### config.mk
export PLATFORM = sky130hd
export DESIGN_NAME = mem_slot_sched
export DESIGN_NICKNAME = d
export VERILOG_FILES = /design/src/rtl/slot_sched_pkg.sv /design/src/rtl/slot_timer.sv /design/src/rtl/eng_ctrl.sv /design/src/rtl/mem_slot_sched.sv
export SDC_FILE = /design/constraint.sdc
export NUM_CORES = 1
export LEC_CHECK = 0
export BUFFER_PORTS_ARGS = -buffer_cell sky130_fd_sc_hd__buf_4
export CORE_MARGIN = 2
export CORE_UTILIZATION = 56
export CTS_CLUSTER_DIAMETER = 200
export CTS_CLUSTER_SIZE = 10
export DETAILED_ROUTE_END_ITERATION = 6
export PLACE_DENSITY = 0.81
export SLEW_MARGIN = 20
export SYNTH_ARGS = -nofsm -noshare
export SYNTH_HDL_FRONTEND = slang
export SYNTH_SLANG_ARGS = --single-unit
### constraint.sdc
create_clock -name clk_i -period 2.65 [get_ports clk_i]
set_clock_uncertainty 0.15 [all_clocks]
set_input_delay 0.53 -clock clk_i [delete_from_list [all_inputs] [get_ports clk_i]]
set_output_delay 0.53 -clock clk_i [all_outputs]
set_load 0.02 [all_outputs]
### src/rtl/slot_sched_pkg.sv
package slot_sched_pkg;
  typedef enum logic [2:0] {
    ST_SLEEP = 3'd0,
    ST_WAIT  = 3'd1,
    ST_LOAD  = 3'd2,
    ST_LAT1  = 3'd3,
    ST_LAT2  = 3'd4,
    ST_COMP  = 3'd5
  } eng_state_e;
endpackage

### src/rtl/slot_timer.sv
module slot_timer #(
  parameter int N_ENG = 4,
  parameter int SW    = 2
) (
  input  logic          clk_i,
  input  logic          rst_ni,
  output logic [SW-1:0] slot_o
);
  localparam logic [SW-1:0] LAST = SW'(N_ENG - 1);

  logic [SW-1:0] slot_q;

  always_ff @(posedge clk_i or negedge rst_ni) begin
    if (!rst_ni)             slot_q <= '0;
    else if (slot_q == LAST) slot_q <= '0;
    else                     slot_q <= slot_q + 1'b1;
  end

  assign slot_o = slot_q;

  a_r1_slot_step: assert property (@(posedge clk_i) disable iff (!rst_ni)
    (slot_q != LAST) |=> (slot_q == $past(slot_q) + 1'b1));
  a_r1_slot_wrap: assert property (@(posedge clk_i) disable iff (!rst_ni)
    (slot_q == LAST) |=> (slot_q == '0));
endmodule

### src/rtl/eng_ctrl.sv
module eng_ctrl
  import slot_sched_pkg::*;
#(
  parameter int N_ENG = 4,
  parameter int SW    = 2,
  parameter int IDX   = 0
) (
  input  logic          clk_i,
  input  logic          rst_ni,
  input  logic [SW-1:0] slot_i,
  input  logic          cam_busy_i,
  input  logic          req_i,
  input  logic          cont_i,
  output eng_state_e    state_o,
  output logic          load_o,
  output logic          sram_en_o
);
  localparam int MAX_WAIT = 3 * N_ENG;
  localparam int WCW      = $clog2(MAX_WAIT + 2);

  eng_state_e state_q, state_d;
  logic       own;

  assign own = (slot_i == SW'(IDX));

  always_comb begin
    state_d = state_q;
    if (own) begin
      case (state_q)
        ST_SLEEP: if (req_i) state_d = cam_busy_i ? ST_WAIT : ST_LOAD;
        ST_WAIT:  if (!cam_busy_i) state_d = ST_LOAD;
        ST_LOAD:  state_d = ST_LAT1;
        ST_LAT1:  state_d = ST_LAT2;
        ST_LAT2:  state_d = ST_COMP;
        ST_COMP:  if (!cont_i) state_d = req_i ? (cam_busy_i ? ST_WAIT : ST_LOAD) : ST_SLEEP;
        default:  state_d = ST_SLEEP;
      endcase
    end
  end

  always_ff @(posedge clk_i or negedge rst_ni) begin
    if (!rst_ni) state_q <= ST_SLEEP;
    else         state_q <= state_d;
  end

  assign state_o   = state_q;
  assign load_o    = (state_q == ST_LOAD);
  assign sram_en_o = own && ((state_q == ST_LAT2) || (state_q == ST_COMP));

  // consecutive cycles spent in wait, saturating; feeds the wait-bound check only
  logic [WCW-1:0] wait_cnt_q;
  always_ff @(posedge clk_i or negedge rst_ni) begin
    if (!rst_ni)                                         wait_cnt_q <= '0;
    else if (state_q != ST_WAIT)                         wait_cnt_q <= '0;
    else if (wait_cnt_q != {WCW{1'b1}})                  wait_cnt_q <= wait_cnt_q + 1'b1;
  end

  a_r3_hold_off_slot: assert property (@(posedge clk_i) disable iff (!rst_ni)
    !own |=> $stable(state_q));
  a_r4_start_free: assert property (@(posedge clk_i) disable iff (!rst_ni)
    (own && state_q == ST_SLEEP && req_i && !cam_busy_i) |=> (state_q == ST_LOAD));
  a_r5_wait_release: assert property (@(posedge clk_i) disable iff (!rst_ni)
    (own && state_q == ST_WAIT && !cam_busy_i) |=> (state_q == ST_LOAD));
  a_r6_load_seq: assert property (@(posedge clk_i) disable iff (!rst_ni)
    (own && state_q == ST_LOAD) |=> (state_q == ST_LAT1));
  a_r6_lat_seq: assert property (@(posedge clk_i) disable iff (!rst_ni)
    (own && state_q == ST_LAT1) |=> (state_q == ST_LAT2));
  a_r10_wait_bound: assert property (@(posedge clk_i) disable iff (!rst_ni)
    wait_cnt_q <= WCW'(MAX_WAIT));
endmodule

### src/rtl/mem_slot_sched.sv
module mem_slot_sched
  import slot_sched_pkg::*;
#(
  parameter int N_ENG = 4
) (
  input  logic               clk_i,
  input  logic               rst_ni,
  input  logic [N_ENG-1:0]   req_i,
  input  logic [N_ENG-1:0]   cont_i,
  output logic [$clog2(N_ENG)-1:0] slot_o,
  output logic [3*N_ENG-1:0] state_o,
  output logic [N_ENG-1:0]   load_o,
  output logic [N_ENG-1:0]   sram_en_o
);
  localparam int SW = $clog2(N_ENG);

  logic [SW-1:0] slot_w;
  logic [N_ENG-1:0] load_w, sram_w;
  eng_state_e st_w [N_ENG];
  logic cam_busy;

  slot_timer #(.N_ENG(N_ENG), .SW(SW)) u_timer (
    .clk_i  (clk_i),
    .rst_ni (rst_ni),
    .slot_o (slot_w)
  );

  // busy comes from registered states only
  assign cam_busy = |load_w;

  for (genvar k = 0; k < N_ENG; k++) begin : g_eng
    eng_ctrl #(.N_ENG(N_ENG), .SW(SW), .IDX(k)) u_eng (
      .clk_i      (clk_i),
      .rst_ni     (rst_ni),
      .slot_i     (slot_w),
      .cam_busy_i (cam_busy),
      .req_i      (req_i[k]),
      .cont_i     (cont_i[k]),
      .state_o    (st_w[k]),
      .load_o     (load_w[k]),
      .sram_en_o  (sram_w[k])
    );
    assign state_o[3*k +: 3] = st_w[k];
  end

  assign slot_o    = slot_w;
  assign load_o    = load_w;
  assign sram_en_o = sram_w;

  a_r9_cam_excl: assert property (@(posedge clk_i) disable iff (!rst_ni)
    $onehot0(load_w));
  a_r9_sram_excl: assert property (@(posedge clk_i) disable iff (!rst_ni)
    $onehot0(sram_w));
endmodule

==> impl_metrics.yaml, run 1 <==
timing:
  relSlewSlack: 0.559
  fin_tns_setup_ns: 0
  layout_min_cycle_time_ns: 2.21
  rsz0062_at_grt: "no"
  worst_slew_pin_slew_ns: 0.657
  clock.fmax_ghz: 0.453
  finalSetupViolCount: 0
  hold_violations: 0
  slew_violations: 0
  finalCritPeriodShare: 0.833
layout:
  fin_util: 0.686
  num_antenna_cells: 0
  seq_area_um2: 350
  fillers: 170
  nets: 165
  drive_gt1_frac: 0.287
  syn_to_final_growth_pct: 15.1
  multi_input_area_um2: 664
  finalNonFillerCells: 177
synth:
  postSynthAreaPerCell_um2: 8.73
  synth_flop_cell: "dfrtp_1"
  synth-seq-cells: 14
  synth_edf_count: 0
  ys_seq_area_frac: 0.299
  post-synth-top-count-cell: "dfrtp_1"
  yosys.area.top_type_share: 0.299
  synth_common_cells: "14 x dfrtp_1, 10 x nand2_1, 10 x nor2_1, 8 x buf_4, 8 x o21ai_0"
  synth_largest_area_cell: "dfrtp_1"
  syn_area_mm2: 0.00117
  synthTopCellsByArea: "dfrtp_1 30%, buf_4 5.1%, ha_1 4.3%, o21ai_0 3.4%, nand2_1 3.2%"
  async_flop_share: 1.00
  syn_nets: 148
  yosysUniqueCellTypes: 43
  yosysWarnings: 0
  syn_inst: 134
die:
  core_mm2: 0.00196
  die_y_um: 49.7
  start_util: 0.596
  num_io_pins: 32
  die_w_um: 49.7
  row_count: 16
  die-area_mm2: 0.00247
detailed_routing:
  wire_per_inst_um: 14.0
  drt_first_pass_iters: 4
  postRouteAntennaNets: 0
  via_count: 1024
  via_per_inst: 5.79
  routed_wl_um: 2480
  drcViolationCount: 0
  drtIter0Drc: 16
global_route:
  use_met1: 0.269
  overflow: 0
  grt_pass1_wl_um: 4200
  grt_use_total: 0.217
  grt_pass1_vias: 983
  antenna_found_initial: 0
  top_usage_layer: "met2"
  grt_max_degree: 15
  use_met2: 0.367
  use_met3: 0.0242
power:
  ir_drop_v: 0.000754
  p_per_area_mw_per_mm2: 1150
  power.leakage_nw: 0.619
clock_network:
  cts-root-buf: "clkbuf_4"
  htree_levels: 1
  cts_tree: "built"
  cts_resized: 0
  cts_hold_buf: 1
  clk_path_buf_depth: 2
  numClockSinks: 14
  clk_pin_slew_worst_paths_ns: 0.09
  cts_buffers: 3
  insertion_delay_ns: 0.28
  post_cts_buffers: 0
worst_setup_path:
  critical_path_class: "flip-flop to primary output"
  crit_path_end_kind: "primary output"
  crit_fanout: 5
  rrSetupSlack_ns: 0.61
  critPathRequiredTime_ns: 1.97
  startpoint_type: "flip-flop"
  arrival_ns: 1.53
job:
  maxCapViolations: 0
place:
  gp_congestion: 0.844
  placed_cells: 172
  hpwl_um: 1760
  io_buffers: 31
status:
  status: "finished, final reports clean"
hold_path:
  hold_class: "flip-flop to flip-flop"
## final timing paths
check,start,to,cells after the start
min in group asynchronous,rst_ni,g_eng[3].u_eng.state_o[2],2
min,u_timer.slot_o[0],u_timer.slot_o[0],1
max,u_timer.slot_o[1],sram_en_o[1],5
max reg2reg,g_eng[1].u_eng.state_o[1],g_eng[1].u_eng.state_o[0],4
max in group asynchronous,rst_ni,g_eng[2].u_eng.state_o[0],2
min reg2reg,u_timer.slot_o[0],u_timer.slot_o[0],1
## cell families after synthesis
logic type | after synthesis | synth area share
and+or+nand+nor | 54 | 0.299
AOI/OAI and AO/OA | 36 | 0.216
buffers and inverters | 25 | 0.133
DFF | 14 | 0.299
adders and majority gates | 4 | 0.0428
muxes | 1 | 0.00962
## sequential cells by signal, indices dropped and copies added (netlist names)
| register | flops |
|---|---|
| g_eng.u_eng.state_o | 12 |
| u_timer.slot_o | 2 |
## area by class of cell
class | count | area share
clock buffers | 4 | 0.0270
inverters | 5 | 0.0139
multi-input cells | 95 | 0.493
flip-flops and latches | 14 | 0.260
well taps | 27 | 0.0251
repair buffers | 32 | 0.180
## power breakdown
part / leakage, nW / switching [mW] / internal [mW]
Sequential: 0.172 / 0.241 / 0.299
Combinational: 0.426 / 0.435 / 0.410
Clock: 0.0210 / 0.0761 / 0.0835
Total: 0.619 / 0.752 / 0.793
## stage by stage
step                total power, mW  setup WS [ns]  cell area (µm²)  hold slack (ns)
finish                         1.55          0.443             1350            0.381
global route                   1.65          0.334             1350            0.412
CTS                            1.54          0.433             1350            0.374
detailed placement             1.38          0.632             1300            0.246
global placement               1.34          0.758             1300            0.244
floorplan                      1.22          0.786             1170           0.0844
## worst max-delay path: stages (launching register included)
cell	delay, ns
dfrtp_1	0.42
inv_1	0.09
ha_1	0.24
inv_1	0.11
nor3b_1	0.21
buf_4	0.17
## cell usage in the layout (no fill, tap or decap), types with 2 or more instances in the layout
| cell | netlist | routed |
|---|---|---|
| buf_4 | 8 | 31 |
| dfrtp_1 | 14 | 14 |
| nor2_1 | 10 | 10 |
| nand2_1 | 10 | 10 |
| o21ai_0 | 8 | 8 |
| nand3_1 | 6 | 6 |
| inv_1 | 5 | 5 |
| nor3b_1 | 4 | 4 |
| nand2b_1 | 4 | 4 |
| a31oi_1 | 4 | 4 |
| nor2b_1 | 4 | 4 |
| ha_1 | 4 | 4 |
| nor3b_2 | 3 | 3 |
| a21o_1 | 3 | 3 |
| nand4b_1 | 3 | 3 |
| clkbuf_4 | 0 | 3 |
| o21a_1 | 2 | 2 |
| a211oi_1 | 2 | 2 |
| o31a_1 | 2 | 2 |
| o31ai_1 | 2 | 2 |
| or3_1 | 2 | 2 |
| nand3b_1 | 2 | 2 |
| a21oi_1 | 2 | 2 |
| a32o_1 | 2 | 2 |
## metal layers
metal / vias to the layer above / share of wire
met1: 480 / 0.44
met4: 0 / 0.011
li1: 504 / -
met3: 2 / 0.048
met5: - / 0
met2: 38 / 0.50
No activity file was read; power rests on OpenSTA's default activity.
==> run 2: changes to the inputs <==
--- a/config.mk
+++ b/config.mk
@@ -7,11 +7,11 @@
 export LEC_CHECK = 0
 export BUFFER_PORTS_ARGS = -buffer_cell sky130_fd_sc_hd__buf_4
 export CORE_MARGIN = 2
-export CORE_UTILIZATION = 56
+export CORE_UTILIZATION = 52
 export CTS_CLUSTER_DIAMETER = 200
 export CTS_CLUSTER_SIZE = 10
 export DETAILED_ROUTE_END_ITERATION = 6
-export PLACE_DENSITY = 0.81
+export PLACE_DENSITY = 0.75
 export SLEW_MARGIN = 20
 export SYNTH_ARGS = -nofsm -noshare
 export SYNTH_HDL_FRONTEND = slang
==> constraint.sdc (replaced) <==
create_clock -name clk_i -period 2.3 [get_ports clk_i]
set_clock_uncertainty 0.15 [all_clocks]
set_input_delay 0.46 -clock clk_i [delete_from_list [all_inputs] [get_ports clk_i]]
set_output_delay 0.46 -clock clk_i [all_outputs]
set_load 0.02 [all_outputs]
==> run 2 against run 1 <==
Effect of this change: register-to-register slack worse by 0.29 ns; routed wire length is 2.5% lower; sequential share of layout area hardly changed; flip-flop and latch count stayed put; hold slack worse by 0.0082 ns; combinational power is 21% higher.
==> impl_metrics.yaml, run 2 (same netlist as run 1, synthesis figures left out) <==
die:
  core_mm2: 0.00217
  die-area_mm2: 0.00265
  row_count: 17
  die_w_um: 51.4
  die_y_um: 51.4
  start_util: 0.539
  num_io_pins: 32
detailed_routing:
  drcViolationCount: 0
  drtIter0Drc: 12
  postRouteAntennaNets: 0
  drt_first_pass_iters: 4
  via_per_inst: 5.59
  routed_wl_um: 2420
  via_count: 1000
  wire_per_inst_um: 13.5
layout:
  largest_register_ff_count: 12
  most-common-layout-cells: "33 x buf_4, 14 x dfrtp_1, 10 x nor2_1, 10 x nand2_1, 8 x o21ai_0"
  drive_gt1_frac: 0.291
  nets: 167
  syn_to_final_growth_pct: 15.3
  num_antenna_cells: 0
  fillers: 194
  final_common_cell: "buf_4"
global_route:
  overflow: 0
  grt_use_total: 0.198
  antenna_found_initial: 0
  grt_pass1_wl_um: 3990
  grt_pass1_vias: 890
  grt_max_degree: 15
place:
  io_buffers: 31
  gp_congestion: 0.856
  hpwl_um: 1760
clock_network:
  clk_pin_slew_worst_paths_ns: 0.08
  cts-root-buf: "clkbuf_4"
  htree_levels: 1
  insertion_delay_ns: 0.27
  cts_tree: "built"
  numClockSinks: 14
  clk_path_buf_depth: 2
  cts_buffers: 3
timing:
  rsz0062_at_grt: "no"
  layout_min_cycle_time_ns: 2.15
  worst_slew_pin_slew_ns: 0.606
  relSlewSlack: 0.593
  hold_violations: 0
  slew_violations: 0
  clock.fmax_ghz: 0.465
  finalCritPeriodShare: 0.935
  holdWs_ns: 0.372
  fin_tns_setup_ns: 0
  finalSetupViolCount: 0
worst_setup_path:
  critPathRequiredTime_ns: 1.69
  arrival_ns: 1.54
  critical_path_class: "flip-flop to primary output"
  crit_fanout: 5
  startpoint_type: "flip-flop"
  crit_path_end_kind: "primary output"
power:
  p_comb_frac: 0.584
  seqPwrFrac: 0.338
  intPower_mw: 0.898
  p_sw_frac: 0.484
  ir_drop_v: 0.000914
  power.share.clock: 0.078
  switching_power_mw: 0.844
  power.leakage_nw: 0.622
  p_per_area_mw_per_mm2: 1290
job:
  maxCapViolations: 0
hold_path:
  hold_class: "flip-flop to flip-flop"
status:
  status: "finished, final reports clean"
## run 2: cell count changes in the layout (fill, tap and decap cells not counted), sizes merged
cell    before  now
buf         31   33
clkbuf       4    3
## run 2: area by class of cell
type,instances,area [µm²],area share
well taps,28,35.0,0.0260
inverters,5,18.8,0.0139
clock buffers,3,22.5,0.0167
repair buffers,34,258,0.191
flip-flops and latches,14,350,0.260
multi-input cells,95,664,0.493
## run 2: repair_timing
item | CTS | global route
gates resized for setup | 0 | 0
endpoints found under the setup margin | 0 | 0
hold buffers | 1 | 0
buffers inserted | 0 | 0
hold endpoints to repair | 14 | 0
## run 2: power by group through the flow
stage          Sequential, mW  Clock, mW  Combinational [mW]
5_1_grt                 0.622      0.154                1.10
6_report                0.589      0.135                1.02
3_3_place_gp            0.576          0                1.01
4_1_cts                 0.584      0.140                1.03
2_1_floorplan           0.544          0               0.859
3_5_place_dp            0.590          0                1.02
## run 2: stage by stage
step           worst slack, ns  instances  total power, mW  area, µm²   util
2_1_floorplan            0.489        134             1.40       1170      -
3_3_place_gp             0.389        175             1.58       1320  0.607
3_5_place_dp             0.331        175             1.61       1320  0.607
4_1_cts                  0.145        179             1.75       1350  0.622
5_1_grt                0.00423        179             1.88       1350  0.622
6_report                 0.149        179             1.74       1350  0.622
## run 2: path summary, 6_finish.rpt
| path | start | endpoint | slack (ns) | cells after the start |
|---|---|---|---|---|
| worst max-delay path | u_timer.slot_o[1] | sram_en_o[1] | 0.15 | 5 |
| worst min-delay path | u_timer.slot_o[0] | u_timer.slot_o[0] | 0.37 | 1 |
| worst max register to register | g_eng[2].u_eng.state_o[1] | g_eng[0].u_eng.state_o[0] | 0.32 | 4 |
| worst min register to register | u_timer.slot_o[0] | u_timer.slot_o[0] | 0.37 | 1 |
| max in group asynchronous | rst_ni | g_eng[0].u_eng.state_o[0] | 1.40 | 2 |
| min in group asynchronous | rst_ni | g_eng[0].u_eng.state_o[1] | 0.42 | 2 |
## run 2: routing by layer
metal | vias up | wire (µm) | track usage
met2 | 24 | 1120 | 0.308
met4 | 0 | 56 | 0.0746
met1 | 461 | 1130 | 0.268
met3 | 6 | 100 | 0.0409
li1 | 509 | - | -
met5 | - | 0 | 0
## run 2: worst max-delay path, stage by stage (launching register included)
cell and delay, ns:
dfrtp_1 0.41, inv_1 0.10, ha_1 0.26, inv_1 0.12, nor3b_1 0.21, buf_4 0.17
